$ cat src/rtl/stat_bank_pkg.sv
package stat_bank_pkg;
  typedef enum logic [1:0] {
    SEQ_IDLE = 2'd0,
    SEQ_WORD = 2'd1,
    SEQ_MARK = 2'd2
  } seq_state_e;

  localparam logic CMD_DUMP       = 1'b0;
  localparam logic CMD_DUMP_CLEAR = 1'b1;
endpackage

$ cat src/rtl/stat_rst_sync.sv
module stat_rst_sync (
  input  logic clk,
  input  logic arst_n,
  output logic rst_n_sync
);
  logic stage_q;
  logic out_q;

  always_ff @(posedge clk or negedge arst_n) begin
    if (!arst_n) begin
      stage_q <= 1'b0;
      out_q   <= 1'b0;
    end else begin
      stage_q <= 1'b1;
      out_q   <= stage_q;
    end
  end

  assign rst_n_sync = out_q;
endmodule

$ cat src/rtl/stat_event_decode.sv
// Turns one completion strobe plus its flags into per-counter increments.
// Bit 0 of the result is the "good" counter, bit 1+k follows flag k.
module stat_event_decode #(
  parameter int FLAG_W = 2
) (
  input  logic              done,
  input  logic [FLAG_W-1:0] flags,
  output logic [FLAG_W:0]   inc
);
  always_comb begin
    inc[0] = done && (flags == '0);
    for (int k = 0; k < FLAG_W; k++) begin
      inc[k+1] = done && flags[k];
    end
  end
endmodule

$ cat src/rtl/stat_sat_counter.sv
module stat_sat_counter #(
  parameter int W = 32
) (
  input  logic         clk,
  input  logic         rst_n,
  input  logic         inc,
  input  logic         clr,
  output logic [W-1:0] q
);
  localparam logic [W-1:0] TOP = '1;
  localparam logic [W-1:0] ONE = W'(1);

  logic [W-1:0] cnt_q;
  logic [W-1:0] cnt_d;
  logic         cnt_en;

  always_comb begin
    cnt_d  = cnt_q;
    cnt_en = inc || clr;
    if (clr) begin
      cnt_d = inc ? ONE : '0;
    end else if (inc && (cnt_q != TOP)) begin
      cnt_d = cnt_q + ONE;
    end
  end

  always_ff @(posedge clk or negedge rst_n) begin
    if (!rst_n) begin
      cnt_q <= '0;
    end else if (cnt_en) begin
      cnt_q <= cnt_d;
    end
  end

  assign q = cnt_q;
endmodule

$ cat src/rtl/stat_dump_seq.sv
module stat_dump_seq
  import stat_bank_pkg::*;
#(
  parameter int           NUM       = 6,
  parameter int           W         = 32,
  parameter logic [W-1:0] MARK_WORD = '1
) (
  input  logic                    clk,
  input  logic                    rst_n,
  input  logic                    cmd_valid,
  input  logic                    cmd_code,
  input  logic                    out_ready,
  input  logic [W-1:0]            cap_data,
  output logic                    cap_fire,
  output logic                    cap_clr,
  output logic [$clog2(NUM)-1:0]  cap_idx,
  output logic                    out_valid,
  output logic [W-1:0]            out_data,
  output logic                    out_last,
  output logic                    busy
);
  localparam int                 IDX_W = $clog2(NUM);
  localparam logic [IDX_W-1:0]   LAST  = IDX_W'(NUM - 1);
  localparam logic [IDX_W-1:0]   STEP  = IDX_W'(1);

  seq_state_e       st_q, st_d;
  logic [IDX_W-1:0] idx_q, idx_d;
  logic             mode_q, mode_d;
  logic [W-1:0]     data_q, data_d;
  logic             hs;

  assign hs = out_valid && out_ready;

  always_comb begin
    st_d     = st_q;
    idx_d    = idx_q;
    mode_d   = mode_q;
    data_d   = data_q;
    cap_fire = 1'b0;
    cap_idx  = idx_q;
    cap_clr  = 1'b0;
    unique case (st_q)
      SEQ_IDLE: begin
        if (cmd_valid) begin
          st_d     = SEQ_WORD;
          idx_d    = '0;
          mode_d   = cmd_code;
          cap_fire = 1'b1;
          cap_idx  = '0;
          cap_clr  = (cmd_code == CMD_DUMP_CLEAR);
          data_d   = cap_data;
        end
      end
      SEQ_WORD: begin
        if (hs) begin
          if (idx_q == LAST) begin
            st_d   = SEQ_MARK;
            data_d = MARK_WORD;
          end else begin
            idx_d    = idx_q + STEP;
            cap_fire = 1'b1;
            cap_idx  = idx_q + STEP;
            cap_clr  = (mode_q == CMD_DUMP_CLEAR);
            data_d   = cap_data;
          end
        end
      end
      SEQ_MARK: begin
        if (hs) begin
          st_d = SEQ_IDLE;
        end
      end
      default: st_d = SEQ_IDLE;
    endcase
  end

  always_ff @(posedge clk or negedge rst_n) begin
    if (!rst_n) begin
      st_q   <= SEQ_IDLE;
      idx_q  <= '0;
      mode_q <= 1'b0;
      data_q <= '0;
    end else begin
      st_q   <= st_d;
      idx_q  <= idx_d;
      mode_q <= mode_d;
      data_q <= data_d;
    end
  end

  assign out_valid = (st_q != SEQ_IDLE);
  assign out_last  = (st_q == SEQ_MARK);
  assign out_data  = data_q;
  assign busy      = (st_q != SEQ_IDLE);
endmodule

$ cat src/rtl/stat_counter_bank.sv
module stat_counter_bank #(
  parameter int               CNT_W     = 32,
  parameter int               TX_FLAG_W = 2,
  parameter int               RX_FLAG_W = 2,
  parameter logic [CNT_W-1:0] MARK_WORD = '1
) (
  input  logic                 clk,
  input  logic                 rst_n,
  input  logic                 tx_done,
  input  logic [TX_FLAG_W-1:0] tx_flags,
  input  logic                 rx_done,
  input  logic [RX_FLAG_W-1:0] rx_flags,
  input  logic                 cmd_valid,
  input  logic                 cmd_code,
  input  logic                 dump_ready,
  output logic                 dump_valid,
  output logic [CNT_W-1:0]     dump_data,
  output logic                 dump_last,
  output logic                 busy
);
  localparam int TX_CNT  = TX_FLAG_W + 1;
  localparam int RX_CNT  = RX_FLAG_W + 1;
  localparam int NUM_CNT = TX_CNT + RX_CNT;
  localparam int IDX_W   = $clog2(NUM_CNT);

  logic                     rst_n_int;
  logic [NUM_CNT-1:0]       inc_vec;
  logic [NUM_CNT*CNT_W-1:0] cnt_flat;
  logic                     cap_fire;
  logic                     cap_clr;
  logic [IDX_W-1:0]         cap_idx;
  logic [CNT_W-1:0]         cap_data;

  stat_rst_sync u_rst (
    .clk        (clk),
    .arst_n     (rst_n),
    .rst_n_sync (rst_n_int)
  );

  stat_event_decode #(.FLAG_W(TX_FLAG_W)) u_tx_dec (
    .done  (tx_done),
    .flags (tx_flags),
    .inc   (inc_vec[TX_CNT-1:0])
  );

  stat_event_decode #(.FLAG_W(RX_FLAG_W)) u_rx_dec (
    .done  (rx_done),
    .flags (rx_flags),
    .inc   (inc_vec[NUM_CNT-1:TX_CNT])
  );

  for (genvar g = 0; g < NUM_CNT; g++) begin : g_cnt
    logic clr_here;
    assign clr_here = cap_fire && cap_clr && (cap_idx == IDX_W'(g));
    stat_sat_counter #(.W(CNT_W)) u_cnt (
      .clk   (clk),
      .rst_n (rst_n_int),
      .inc   (inc_vec[g]),
      .clr   (clr_here),
      .q     (cnt_flat[g*CNT_W +: CNT_W])
    );
  end

  assign cap_data = cnt_flat[cap_idx*CNT_W +: CNT_W];

  stat_dump_seq #(
    .NUM       (NUM_CNT),
    .W         (CNT_W),
    .MARK_WORD (MARK_WORD)
  ) u_seq (
    .clk       (clk),
    .rst_n     (rst_n_int),
    .cmd_valid (cmd_valid),
    .cmd_code  (cmd_code),
    .out_ready (dump_ready),
    .cap_data  (cap_data),
    .cap_fire  (cap_fire),
    .cap_clr   (cap_clr),
    .cap_idx   (cap_idx),
    .out_valid (dump_valid),
    .out_data  (dump_data),
    .out_last  (dump_last),
    .busy      (busy)
  );
endmodule

$ cat config.mk
export PLATFORM = sky130hd
export DESIGN_NAME = stat_counter_bank
export DESIGN_NICKNAME = d
export VERILOG_FILES = /design/src/rtl/stat_bank_pkg.sv /design/src/rtl/stat_rst_sync.sv /design/src/rtl/stat_event_decode.sv /design/src/rtl/stat_sat_counter.sv /design/src/rtl/stat_dump_seq.sv /design/src/rtl/stat_counter_bank.sv
export SDC_FILE = /design/constraint.sdc
export NUM_CORES = 1
export LEC_CHECK = 0
export ABC_AREA = 0
export BUFFER_PORTS_ARGS = -buffer_cell sky130_fd_sc_hd__buf_4
export CORE_ASPECT_RATIO = 0.5
export CORE_UTILIZATION = 35
export CTS_BUF_LIST = sky130_fd_sc_hd__clkbuf_16
export CTS_CLUSTER_SIZE = 10
export DETAILED_ROUTE_END_ITERATION = 7
export SLEW_MARGIN = 0
export SYNTH_ARGS = -nofsm -noshare
export SYNTH_HDL_FRONTEND = slang
export SYNTH_HIERARCHICAL = 1
export SYNTH_SLANG_ARGS = --single-unit
$ cat constraint.sdc
create_clock -name clk -period 22.3 [get_ports clk]
set_clock_uncertainty 0.05 [all_clocks]
set_input_delay 4.46 -clock clk [delete_from_list [all_inputs] [get_ports clk]]
set_output_delay 4.46 -clock clk [all_outputs]
set_load 0.1 [all_outputs]
==> impl_metrics.json <==
{
  "status": "finished clean",
  "initialDrtViolationCount": 934,
  "syn_inst": 1467,
  "dieHeight_um": 146,
  "yosys.area.top_type": "dfrtp_1",
  "min_path_type": "reg -> reg",
  "firstDrtPassIters": 5,
  "placed_area_um2": 15000,
  "avgSynthCellArea_um2": 9.91,
  "synth_edf_count": 0,
  "cp_common_cell": "buf_4",
  "slew_headroom_pct": 9.44,
  "synth.area.top_cells": "dfrtp_1, mux2i_1, a21oi_1",
  "wl_um": 38700,
  "cts.sinks": 232,
  "tns_ns": 0,
  "ant_nets": 0,
  "p_sw_mw": 0.788,
  "dieArea_um2": 42400,
  "cts-htree-levels": 1,
  "p_leak_nw": 6.28,
  "intPower_mw": 0.924,
  "cp_max_fo": 37,
  "die_w_um": 290,
  "p_clk_share_pct": 22.5,
  "gr-total-overflow": 0,
  "hold_buffers": 0,
  "antenna_found_initial": 0,
  "swShare_pct": 46.0,
  "powerDensity_nw_per_um2": 109,
  "via_per_inst": 5.75,
  "drc": 0,
  "clk-insertion-delay-late_ns": 0.55,
  "cts_tree": "built",
  "setup.worst_path.start_class": "input pin",
  "synthToLayoutAreaGrowth_pct": 8.39,
  "ir_drop_uv": 109,
  "row_count": 52,
  "fillers": 3944,
  "netlist_area_um2": 14500,
  "arrival_ns": 7.98,
  "worst_pin_slew_ns": 1.35,
  "num-nets-final": 1489,
  "grt_pass1_wl_um": 61700,
  "grt_usage_pct": 18.0,
  "gp_congestion": 0.850,
  "end_kind": "flip-flop",
  "grt_setup_unrepaired": "no",
  "dp_hpwl_um": 26800,
  "final_max_slew_viol_count": 0,
  "clk_transition_reported_paths_ns": 0.06,
  "hold_viol_final": 0,
  "layout_commonest_cell": "dfrtp_1",
  "io_pins": 46,
  "path_buf_inv": 3,
  "vias": 11600,
  "synth-main-ff-cell": "dfrtp_1",
  "ys_ff_latch": 232,
  "ys_warn_count": 6,
  "cp_slowest_cell": "a31oi_4",
  "critPathTopFamily": "simple AND/OR/NAND/NOR gates",
  "grt_start_max_net_pins": 165,
  "regArea_um2": 5810,
  "coreArea_um2": 40700,
  "setup_viol": 0,
  "postCtsSetupRepairBufs": 0,
  "crit_required_ns": 22.64,
  "min_period_ns": 7.65,
  "wl_per_cell_um": 19.2,
  "worstSetupPathType": "in -> reg",
  "p_seq_share_pct": 32.9,
  "clockBufferDepth": 3,
  "post_cts_resized": 0,
  "synthDistinctLibCells": 63,
  "async_reset_ff_share_pct": 100,
  "synthesis.nets": 1486,
  "numCtsBuffers": 27,
  "max_freq_ghz": 0.131,
  "drive_gt1_share_pct": 14.3,
  "synth_top_cell_area_share_pct": 39.9,
  "insertedDiodeCount": 0,
  "fin_crit_sh_pct": 34.3,
  "slowest_delay_ns": 0.85,
  "cap_violations": 0,
  "path_cells": "buf_4, nor2b_4, a31oi_4, a2bb2oi_4, buf_4, nand2_2, nor2_2, buf_4, nand3b_1, o211ai_1",
  "io_buffers": 45,
  "clockRootBuffer": "clkbuf_16",
  "multi_input_area_um2": 7980,
  "power_frac_comb_pct": 44.6,
  "yosysSeqAreaShare_pct": 39.9,
  "start_util_pct": 35.7,
  "layout_common_cells": "dfrtp_1, nand2_1, a21oi_1",
  "grt_pass1_vias": 10700,
  "stdcell_area_um2": 15800
}
[final timing paths]
check | start | end | slack, ns | cells past startpoint
setup / recovery | cmd_valid | g_cnt[1].u_cnt/q[0] | 14.65 | 10
hold / removal | u_rst/stage_q | u_rst/rst_n_sync | 0.31 | 0
setup reg to reg | u_seq/st_q[1] | g_cnt[1].u_cnt/q[3] | 17.87 | 10
hold reg to reg | u_rst/stage_q | u_rst/rst_n_sync | 0.31 | 0
max in group asynchronous | rst_n | u_rst/rst_n_sync | 18.47 | 1
min in group asynchronous | u_rst/rst_n_sync | g_cnt[0].u_cnt/q[4] | 0.42 | 0
[metal layers]
metal	wire, um	GRT usage [%]
met2	17200	27.0
met3	1600	2.25
met4	612	3.43
met1	19300	27.7
met5	0	0
[stage by stage]
stage / total power, mW / hold slack (ns) / util [%] / worst slack, ns / std cells
floorplan: 1.22 / 0.281 / - / 15.31 / 1467
global placement: 1.33 / 0.287 / 37.0 / 14.15 / 1981
detailed placement: 1.33 / 0.294 / 37.0 / 14.09 / 1981
CTS: 1.73 / 0.308 / 38.7 / 14.66 / 2016
global route: 1.79 / 0.327 / 38.7 / 14.37 / 2016
finish: 1.71 / 0.311 / 38.7 / 14.65 / 2016
[cell usage after synthesis, drive strengths merged, types with 42 or more instances]
cell type / n
or4: 66
or3: 60
nand3: 49
mux2i: 71
buf: 62
dfrtp: 232
o21ai: 54
nand2: 139
a21oi: 116
nand4: 48
xor2: 42
nor2: 91
o31ai: 72
[area by class of cell]
class	count	area share, %
clock buffer	27	4.29
sequential	232	36.9
tap	540	4.29
timing repair buffer	61	2.99
clock inverter	8	0.230
multi-input combinational	1119	50.6
inverter	29	0.691
[power by group through the flow]
stage / registers, mW / logic (mW) / clock network, mW
finish: 0.564 / 0.763 / 0.385
global route: 0.576 / 0.802 / 0.417
CTS: 0.564 / 0.764 / 0.399
detailed placement: 0.571 / 0.762 / 0
global placement: 0.570 / 0.756 / 0
floorplan: 0.760 / 0.465 / 0
[kinds of logic (layout without fill, tap and decap cells)]
logic type                 Yosys count  count (layout)  share of synthesized area [%]
buffers and inverters              116             125                           5.48
muxes                              104             104                           7.55
adders and majority gates            8               8                          0.689
DFF                                232             232                           39.9
xor gates and xnor gates            54              54                           3.25
and+or+nand+nor                    599             599                           24.8
other                                1               1                         0.0258
AOI/OAI and AO/OA                  353             353                           18.3
[registers in the layout, summed over array words and instances, names as in the netlist]
name	count
u_rst/rst_n_sync	1
u_seq/out_data	32
u_seq/st_q	2
u_seq/idx_q	3
u_rst/stage_q	1
g_cnt.u_cnt/q	192
u_seq/mode_q	1
(Power assumes the default switching activity.)
